[src/rtl/pinmx_pkg.sv]
package pinmx_pkg;

  localparam int REG_W = 32;
  localparam int SWT_W = 8;
  localparam logic [REG_W-1:0] CTRL_MASK = 32'h00FF_0001;
  localparam logic [REG_W-1:0] PORT_MASK = 32'h0707_0333;
  localparam logic [REG_W-1:0] EVEN_RST  = 32'h0301_0111;
  localparam logic [REG_W-1:0] ODD_DELTA = 32'h0404_0222;

  typedef struct packed {
    logic       hi_en;
    logic [1:0] hi_src;
    logic       lo_en;
    logic [1:0] lo_src;
    logic       ncs_en;
    logic       ncs_src;
    logic       dqs_en;
    logic       dqs_src;
    logic       clk_en;
    logic       clk_src;
  } port_cfg_t;

  function automatic port_cfg_t decode_port(input logic [REG_W-1:0] w);
    port_cfg_t c;
    c.clk_en  = w[0];
    c.clk_src = w[1];
    c.dqs_en  = w[4];
    c.dqs_src = w[5];
    c.ncs_en  = w[8];
    c.ncs_src = w[9];
    c.lo_en   = w[16];
    c.lo_src  = w[18:17];
    c.hi_en   = w[24];
    c.hi_src  = w[26:25];
    return c;
  endfunction

  // Even ports default to controller 1, odd ports to controller 2.
  function automatic logic [REG_W-1:0] port_reset(input int p);
    return (p % 2 == 1) ? (EVEN_RST | ODD_DELTA) : EVEN_RST;
  endfunction

endpackage

[src/rtl/pinmx_regs.sv]
module pinmx_regs
  import pinmx_pkg::*;
#(
  parameter int NUM_PORTS = 2,
  parameter int ADDR_W    = 4
) (
  input  logic                         clk,
  input  logic                         rst,
  input  logic                         reg_wr,
  input  logic [ADDR_W-1:0]            reg_addr,
  input  logic [REG_W-1:0]             reg_wdata,
  input  logic [1:0]                   ctl_active,
  output logic [REG_W-1:0]             reg_rdata,
  output logic                         cfg_err,
  output logic                         mux_en,
  output logic [SWT_W-1:0]             sw_time,
  output port_cfg_t [NUM_PORTS-1:0]    cfg
);

  logic [REG_W-1:0] ctrl_q;
  logic [REG_W-1:0] port_q [NUM_PORTS];
  logic [REG_W-1:0] rd_sel;
  logic             busy;
  logic             wr_ok;

  assign busy  = |ctl_active;
  assign wr_ok = reg_wr && !busy;

  always_comb begin
    rd_sel = '0;
    if (reg_addr == '0) rd_sel = ctrl_q;
    for (int p = 0; p < NUM_PORTS; p++) begin
      if (reg_addr == ADDR_W'(4 * (p + 1))) rd_sel = port_q[p];
    end
  end

  always_ff @(posedge clk) begin
    if (rst) begin
      ctrl_q    <= '0;
      cfg_err   <= 1'b0;
      reg_rdata <= '0;
      for (int p = 0; p < NUM_PORTS; p++) port_q[p] <= port_reset(p);
    end else begin
      reg_rdata <= rd_sel;
      if (reg_wr && busy) cfg_err <= 1'b1;
      if (wr_ok && reg_addr == '0) ctrl_q <= reg_wdata & CTRL_MASK;
      for (int p = 0; p < NUM_PORTS; p++) begin
        if (wr_ok && reg_addr == ADDR_W'(4 * (p + 1)))
          port_q[p] <= reg_wdata & PORT_MASK;
      end
    end
  end

  assign mux_en  = ctrl_q[0];
  assign sw_time = ctrl_q[16 +: SWT_W];

  for (genvar p = 0; p < NUM_PORTS; p++) begin : g_dec
    assign cfg[p] = decode_port(port_q[p]);
  end

endmodule

[src/rtl/pinmx_port_out.sv]
module pinmx_port_out
  import pinmx_pkg::*;
#(
  parameter int NIB_W = 4
) (
  input  logic                 clk,
  input  logic                 rst,
  input  port_cfg_t            cfg,
  input  logic                 mux_en,
  input  logic [1:0]           lane_clk,
  input  logic [1:0]           lane_nclk,
  input  logic [1:0]           lane_dqs_o,
  input  logic [1:0]           lane_dqs_oe,
  input  logic [4*NIB_W-1:0]   lane_io_o,
  input  logic [4*NIB_W-1:0]   lane_io_oe,
  input  logic [1:0]           ctl_ncs,
  output logic                 pin_clk,
  output logic                 pin_nclk,
  output logic                 pin_clk_oe,
  output logic                 pin_dqs_o,
  output logic                 pin_dqs_oe,
  output logic                 pin_ncs,
  output logic                 pin_ncs_oe,
  output logic [2*NIB_W-1:0]   pin_io_o,
  output logic [2*NIB_W-1:0]   pin_io_oe
);

  localparam int IO_W = 2 * NIB_W;

  logic            clk_live, dqs_live;
  logic [IO_W-1:0] io_d, oe_d;

  // A controller-2 code names nothing while the bus is multiplexed.
  assign clk_live = cfg.clk_en && !(mux_en && cfg.clk_src);
  assign dqs_live = cfg.dqs_en && !(mux_en && cfg.dqs_src);

  for (genvar h = 0; h < 2; h++) begin : g_nib
    logic       en;
    logic [1:0] src;
    logic       live;
    assign en   = (h == 1) ? cfg.hi_en  : cfg.lo_en;
    assign src  = (h == 1) ? cfg.hi_src : cfg.lo_src;
    assign live = en && !(mux_en && src[1]);
    assign io_d[h*NIB_W +: NIB_W] = live ? lane_io_o[src*NIB_W +: NIB_W]  : '0;
    assign oe_d[h*NIB_W +: NIB_W] = live ? lane_io_oe[src*NIB_W +: NIB_W] : '0;
  end

  always_ff @(posedge clk) begin
    if (rst) begin
      pin_clk    <= 1'b0;
      pin_nclk   <= 1'b0;
      pin_clk_oe <= 1'b0;
      pin_dqs_o  <= 1'b0;
      pin_dqs_oe <= 1'b0;
      pin_ncs    <= 1'b0;
      pin_ncs_oe <= 1'b0;
      pin_io_o   <= '0;
      pin_io_oe  <= '0;
    end else begin
      pin_clk    <= clk_live && lane_clk[cfg.clk_src];
      pin_nclk   <= clk_live && lane_nclk[cfg.clk_src];
      pin_clk_oe <= clk_live;
      pin_dqs_o  <= dqs_live && lane_dqs_o[cfg.dqs_src];
      pin_dqs_oe <= dqs_live && lane_dqs_oe[cfg.dqs_src];
      pin_ncs    <= cfg.ncs_en && ctl_ncs[cfg.ncs_src];
      pin_ncs_oe <= cfg.ncs_en;
      pin_io_o   <= io_d;
      pin_io_oe  <= oe_d;
    end
  end

endmodule

[src/rtl/pinmx_return.sv]
module pinmx_return
  import pinmx_pkg::*;
#(
  parameter int NUM_PORTS = 2,
  parameter int NIB_W     = 4
) (
  input  logic                            clk,
  input  logic                            rst,
  input  port_cfg_t [NUM_PORTS-1:0]       cfg,
  input  logic                            mux_en,
  input  logic [NUM_PORTS*2*NIB_W-1:0]    pin_io_i,
  input  logic [NUM_PORTS-1:0]            pin_dqs_i,
  output logic [4*NIB_W-1:0]              ctl_io_i,
  output logic [1:0]                      ctl_dqs_i,
  output logic [2*NIB_W-1:0]              mx_io_i,
  output logic                            mx_dqs_i
);

  localparam int IO_W = 2 * NIB_W;

  logic [4*NIB_W-1:0] ret_io;
  logic [3:0]         got_io;
  logic [1:0]         ret_dqs;
  logic [1:0]         got_dqs;

  // Ascending scan with first-hit capture: lowest port, then low nibble, wins.
  always_comb begin
    ret_io  = '0;
    got_io  = '0;
    ret_dqs = '0;
    got_dqs = '0;
    for (int p = 0; p < NUM_PORTS; p++) begin
      for (int h = 0; h < 2; h++) begin
        logic       en;
        logic [1:0] src;
        en  = (h == 1) ? cfg[p].hi_en  : cfg[p].lo_en;
        src = (h == 1) ? cfg[p].hi_src : cfg[p].lo_src;
        if (en && !got_io[src] && !(mux_en && src[1])) begin
          ret_io[src*NIB_W +: NIB_W] = pin_io_i[(p*2 + h)*NIB_W +: NIB_W];
          got_io[src] = 1'b1;
        end
      end
      if (cfg[p].dqs_en && !got_dqs[cfg[p].dqs_src] && !(mux_en && cfg[p].dqs_src)) begin
        ret_dqs[cfg[p].dqs_src] = pin_dqs_i[p];
        got_dqs[cfg[p].dqs_src] = 1'b1;
      end
    end
  end

  always_ff @(posedge clk) begin
    if (rst) begin
      ctl_io_i  <= '0;
      ctl_dqs_i <= '0;
      mx_io_i   <= '0;
      mx_dqs_i  <= 1'b0;
    end else begin
      ctl_io_i  <= mux_en ? '0 : ret_io;
      ctl_dqs_i <= mux_en ? '0 : ret_dqs;
      mx_io_i   <= mux_en ? ret_io[IO_W-1:0] : '0;
      mx_dqs_i  <= mux_en && ret_dqs[0];
    end
  end

endmodule

[src/rtl/pinmx.sv]
module pinmx
  import pinmx_pkg::*;
#(
  parameter int NUM_PORTS = 2,
  parameter int NIB_W     = 4,
  parameter int ADDR_W    = 4
) (
  input  logic                          clk,
  input  logic                          rst,
  input  logic                          reg_wr,
  input  logic [ADDR_W-1:0]             reg_addr,
  input  logic [31:0]                   reg_wdata,
  output logic [31:0]                   reg_rdata,
  output logic                          cfg_err,
  input  logic [1:0]                    ctl_active,
  output logic                          mux_en_o,
  output logic [7:0]                    sw_time_o,
  input  logic [1:0]                    ctl_clk,
  input  logic [1:0]                    ctl_nclk,
  input  logic [1:0]                    ctl_ncs,
  input  logic [1:0]                    ctl_dqs_o,
  input  logic [1:0]                    ctl_dqs_oe,
  input  logic [4*NIB_W-1:0]            ctl_io_o,
  input  logic [4*NIB_W-1:0]            ctl_io_oe,
  output logic [1:0]                    ctl_dqs_i,
  output logic [4*NIB_W-1:0]            ctl_io_i,
  input  logic                          mx_clk,
  input  logic                          mx_nclk,
  input  logic                          mx_dqs_o,
  input  logic                          mx_dqs_oe,
  input  logic [2*NIB_W-1:0]            mx_io_o,
  input  logic [2*NIB_W-1:0]            mx_io_oe,
  output logic                          mx_dqs_i,
  output logic [2*NIB_W-1:0]            mx_io_i,
  output logic [NUM_PORTS-1:0]          pin_clk,
  output logic [NUM_PORTS-1:0]          pin_nclk,
  output logic [NUM_PORTS-1:0]          pin_clk_oe,
  output logic [NUM_PORTS-1:0]          pin_dqs_o,
  output logic [NUM_PORTS-1:0]          pin_dqs_oe,
  input  logic [NUM_PORTS-1:0]          pin_dqs_i,
  output logic [NUM_PORTS-1:0]          pin_ncs,
  output logic [NUM_PORTS-1:0]          pin_ncs_oe,
  output logic [NUM_PORTS*2*NIB_W-1:0]  pin_io_o,
  output logic [NUM_PORTS*2*NIB_W-1:0]  pin_io_oe,
  input  logic [NUM_PORTS*2*NIB_W-1:0]  pin_io_i
);

  localparam int IO_W = 2 * NIB_W;

  port_cfg_t [NUM_PORTS-1:0] cfg;
  logic                      mux_en;
  logic [1:0]                lane_clk, lane_nclk, lane_dqs_o, lane_dqs_oe;
  logic [2*IO_W-1:0]         lane_io_o, lane_io_oe;

  pinmx_regs #(.NUM_PORTS(NUM_PORTS), .ADDR_W(ADDR_W)) u_regs (
    .clk(clk), .rst(rst), .reg_wr(reg_wr), .reg_addr(reg_addr),
    .reg_wdata(reg_wdata), .ctl_active(ctl_active), .reg_rdata(reg_rdata),
    .cfg_err(cfg_err), .mux_en(mux_en), .sw_time(sw_time_o), .cfg(cfg)
  );

  assign mux_en_o = mux_en;

  // Lane 0 becomes the shared bus and lane 1 goes dead in multiplexed mode.
  assign lane_clk    = mux_en ? {1'b0, mx_clk}    : ctl_clk;
  assign lane_nclk   = mux_en ? {1'b0, mx_nclk}   : ctl_nclk;
  assign lane_dqs_o  = mux_en ? {1'b0, mx_dqs_o}  : ctl_dqs_o;
  assign lane_dqs_oe = mux_en ? {1'b0, mx_dqs_oe} : ctl_dqs_oe;
  assign lane_io_o   = mux_en ? {{IO_W{1'b0}}, mx_io_o}  : ctl_io_o;
  assign lane_io_oe  = mux_en ? {{IO_W{1'b0}}, mx_io_oe} : ctl_io_oe;

  for (genvar p = 0; p < NUM_PORTS; p++) begin : g_port
    pinmx_port_out #(.NIB_W(NIB_W)) u_out (
      .clk(clk), .rst(rst), .cfg(cfg[p]), .mux_en(mux_en),
      .lane_clk(lane_clk), .lane_nclk(lane_nclk),
      .lane_dqs_o(lane_dqs_o), .lane_dqs_oe(lane_dqs_oe),
      .lane_io_o(lane_io_o), .lane_io_oe(lane_io_oe), .ctl_ncs(ctl_ncs),
      .pin_clk(pin_clk[p]), .pin_nclk(pin_nclk[p]), .pin_clk_oe(pin_clk_oe[p]),
      .pin_dqs_o(pin_dqs_o[p]), .pin_dqs_oe(pin_dqs_oe[p]),
      .pin_ncs(pin_ncs[p]), .pin_ncs_oe(pin_ncs_oe[p]),
      .pin_io_o(pin_io_o[p*IO_W +: IO_W]), .pin_io_oe(pin_io_oe[p*IO_W +: IO_W])
    );
  end

  pinmx_return #(.NUM_PORTS(NUM_PORTS), .NIB_W(NIB_W)) u_ret (
    .clk(clk), .rst(rst), .cfg(cfg), .mux_en(mux_en),
    .pin_io_i(pin_io_i), .pin_dqs_i(pin_dqs_i),
    .ctl_io_i(ctl_io_i), .ctl_dqs_i(ctl_dqs_i),
    .mx_io_i(mx_io_i), .mx_dqs_i(mx_dqs_i)
  );

endmodule

[config.mk]
export PLATFORM = sky130hd
export DESIGN_NAME = pinmx
export DESIGN_NICKNAME = d
export VERILOG_FILES = /design/src/rtl/pinmx_pkg.sv /design/src/rtl/pinmx_regs.sv /design/src/rtl/pinmx_port_out.sv /design/src/rtl/pinmx_return.sv /design/src/rtl/pinmx.sv
export SDC_FILE = /design/constraint.sdc
export NUM_CORES = 1
export LEC_CHECK = 0
export BUFFER_PORTS_ARGS = -buffer_cell sky130_fd_sc_hd__buf_2
export CAP_MARGIN = 20
export CORE_ASPECT_RATIO = 0.5
export CORE_MARGIN = 8
export CORE_UTILIZATION = 43
export DETAILED_ROUTE_END_ITERATION = 8
export PLACE_DENSITY = 0.76
export SLEW_MARGIN = 20
export SYNTH_ARGS = -nofsm -noshare
export SYNTH_HDL_FRONTEND = slang
export SYNTH_SLANG_ARGS = --single-unit
[constraint.sdc]
create_clock -name clk -period 9.9 [get_ports clk]
set_clock_uncertainty 0.1 [all_clocks]
set_input_delay 0.99 -clock clk [delete_from_list [all_inputs] [get_ports clk]]
set_output_delay 0.99 -clock clk [all_outputs]
set_load 0.1 [all_outputs]
==> flow_metrics.env <==
export IMPL_grt_use_total_pct=20.9
export IMPL_gp_congestion=0.900
export IMPL_cp_slowest_stage_delay_ns=0.53
export IMPL_cts_hold_buf=0
export IMPL_holdCritStartpoint="u_regs.cfg_err"
export IMPL_avgSynthCellArea_um2=8.65
export IMPL_p_switching_w=0.000487
export IMPL_cts_root_buf="clkbuf_16"
export IMPL_critPathSlowestCell="mux4_2"
export IMPL_layout_commonest_cell="buf_2"
export IMPL_rows=33
export IMPL_swShare_pct=32.0
export IMPL_drc=0
export IMPL_netlist_area_leader_share_pct=28.0
export IMPL_synth_area_leader_cell="dfxtp_1"
export IMPL_hold_violations=0
export IMPL_holdWs_ns=0.350
export IMPL_yosysWarnings=0
export IMPL_r2r_end="u_ret.mx_io_i[5]"
export IMPL_grt_max_degree=83
export IMPL_clockPowerShare_pct=44.4
export IMPL_dr_pass1_iters=5
export IMPL_power_density_nw_per_um2=172
export IMPL_wl_per_cell_um=18.5
export IMPL_syn_area_um2=7160
export IMPL_fp_dieH_um=107
export IMPL_fin_nets=1148
export IMPL_syn_inst=828
export IMPL_ys_seq_area_share_pct=38.0
export IMPL_wl_mm=23.0
export IMPL_cts_inserted_buffers=17
export IMPL_regToRegSetupSlack_ns=5.95
export IMPL_utilization_pct=54.0
export IMPL_relSlewSlack_pct=28.7
export IMPL_postCtsSetupBuffers=0
export IMPL_finalInstanceArea_um2=8820
export IMPL_total_power_w=0.00152
export IMPL_peakVddDrop_v=0.000118
export IMPL_setup_violations=0
export IMPL_clock_path_buffers=2
export IMPL_seq_area_um2=2720
export IMPL_drt_iter0_drc=586
export IMPL_final_fill_count=1504
export IMPL_via_count=6636
export IMPL_timing_final_crit_share_pct=39.9
export IMPL_io_buffers=205
export IMPL_combPwrFrac_pct=19.8
export IMPL_coreArea_um2=16400
export IMPL_place_area_um2=8180
export IMPL_ios=236
export IMPL_antenna_found_initial=1
export IMPL_max_freq_ghz=0.253
export IMPL_grt_overflow=0
export IMPL_power_leakage_nw=4.04
export IMPL_grt_first_pass_wirelength_mm=35.2
export IMPL_r2r_start="u_regs.port_q[0][8]"
export IMPL_drive_gt1_share_pct=27.6
export IMPL_hold_path_class="reg2reg"
export IMPL_tns_ns=0
export IMPL_hpwl_mm=17.0
export IMPL_synth_area_leaders="dfxtp_1 (28%), mux2i_1 (10%), edfxtp_1 (10%), nor2_1 (7.5%), ha_1 (4.9%)"
export IMPL_areaGrowthSynthToFinish_pct=23.3
export IMPL_multi_input_area_um2=4040
export IMPL_insertion_delay_ns=0.42
export IMPL_cell_internal_pwr_w=0.00104
export IMPL_maxSlewViolCount=0
export IMPL_cts_htree_levels=4
export IMPL_clkTransAtPathRegs_ns=0.06
export IMPL_dieArea_um2=21300
export IMPL_worst_pin_slew_ns=1.07
export IMPL_via_per_inst=5.35
export IMPL_ctsResizeCount=0
export IMPL_crit_fanout=12
export IMPL_grt_pass1_vias=6586
export IMPL_synth_edf_count=24
export IMPL_postRouteAntennaNets=0
export IMPL_maxCapViolations=0
export IMPL_synthFlopType="dfxtp_1"
export IMPL_rsz0062_at_grt="no"
export IMPL_cts_tree="built"
export IMPL_crit_type="reg2reg"
export IMPL_cts_sinks=124
export IMPL_cp_arrival_ns=4.14
export IMPL_path_buf_inv=1
export IMPL_hold_path_end="u_regs.cfg_err"
export IMPL_holdPathStages=2
export IMPL_initial_core_util_pct=43.8
export IMPL_end_kind="register"
export IMPL_critPathRequiredTime_ns=10.08
export IMPL_dieWidth_um=198
export IMPL_final_min_clock_period_ns=3.95
export IMPL_synthArstFlopShare_pct=0
export IMPL_startpoint_type="register"
export IMPL_synth_seq_cells=124
export IMPL_pwr_share_seq_pct=35.8
export IMPL_r2r_cells=10
export IMPL_crit_chain="clkinv_1 -> ha_1 -> mux2i_2 -> o31ai_4 -> nor2_2 -> a21boi_0 -> mux4_2 -> nand4_1 -> mux2i_1 -> nor2_1"
export IMPL_status="completed"
export IMPL_final_cell_mix="buf_2 (205), nor2_1 (144), dfxtp_1 (99)"
export IMPL_synth_distinct_cells=59
export IMPL_crit_family="multiplexers"
cells by family after synthesis:
kind of cell | after synthesis | share of synthesized area (%)
compound gates | 173 | 15.7
buf+inv | 89 | 6.33
simple gates | 315 | 20.7
flops | 124 | 38.0
other cells | 1 | 0.0524
fa+ha+maj | 28 | 4.89
mux | 98 | 14.3
synthesized netlist by cell type (20+ instances only):
library cell and instances:
edfxtp_1 24, mux2i_1 72, nor2_1 144, o21ai_0 30, a211oi_1 23, a21oi_1 53, mux2_2 20, nand2b_1 28
ha_1 28, buf_4 29, clkbuf_1 35, nand2_1 68, dfxtp_1 100
flip-flops by register name (all words and copies together) (netlist names):
register                 count
g_port.u_out.pin_nclk        2
g_port.u_out.pin_clk_oe      2
u_ret.mx_io_i                8
g_port.u_out.pin_clk         2
u_regs.cfg_err               1
g_port.u_out.pin_io_o       16
g_port.u_out.pin_ncs_oe      2
g_port.u_out.pin_io_oe      16
u_regs.ctrl_q                9
u_regs.port_q               24
g_port.u_out.pin_dqs_oe      2
g_port.u_out.pin_dqs_o       2
u_ret.mx_dqs_i               1
u_regs.reg_rdata            17
g_port.u_out.pin_ncs         2
u_ret.ctl_dqs_i              2
u_ret.ctl_io_i              16
area by class of cell:
class / count / share of cell area [%]
antenna: 1 / 0.0284
multi-input combinational: 629 / 45.8
clock buffer: 18 / 4.86
clock inverter: 14 / 2.37
tap: 227 / 3.22
inverter: 15 / 0.638
sequential: 124 / 30.9
timing repair buffer: 212 / 12.2
per-layer routing:
metal / up-vias / global-route usage, % / routed length [um]
met5: - / 0 / 0
met4: 0 / 9.00 / 531
met3: 42 / 6.03 / 2170
met2: 307 / 33.6 / 10600
met1: 3086 / 25.9 / 9660
li1: 3201 / - / -
worst min-delay path: cells and delay by family, from the launching register on:
kind	cells	cell delay, ns
AO/OA/AOI/OAI	1	0.05
buffers and inverters	1	0.04
flip-flops	1	0.30
power groups by stage:
stage | registers, W | clock network, W | logic [W]
floorplan | 0.000624 | 0 | 0.000162
global placement | 0.000555 | 0 | 0.000294
detailed placement | 0.000556 | 0 | 0.000298
CTS | 0.000545 | 0.000687 | 0.000299
global route | 0.000547 | 0.000708 | 0.000320
finish | 0.000545 | 0.000675 | 0.000302
how the worst max path moves through the flow:
stage | from | endpoint | slack, ns | cells after the start
final | u_regs.port_q[0][8] | u_ret.mx_io_i[5] | 5.95 | 10
after CTS | u_regs.port_q[0][8] | u_ret.mx_io_i[5] | 6.01 | 10
after global placement | u_regs.port_q[0][8] | u_ret.mx_io_i[5] | 6.11 | 10
after detailed placement | u_regs.port_q[0][8] | u_ret.mx_io_i[5] | 6.03 | 10
after floorplan | u_regs.port_q[0][11] | u_ret.mx_io_i[0] | 6.74 | 12
after global routing | u_regs.port_q[0][8] | u_ret.mx_io_i[5] | 5.77 | 10
through the flow:
stage | setup WS, ns | cells
after floorplan | 6.74 | 842
after global placement | 6.11 | 1207
after detailed placement | 6.03 | 1207
after CTS | 6.01 | 1239
after global routing | 5.77 | 1240
final | 5.95 | 1240
No activity file was read; power rests on OpenSTA's default activity.
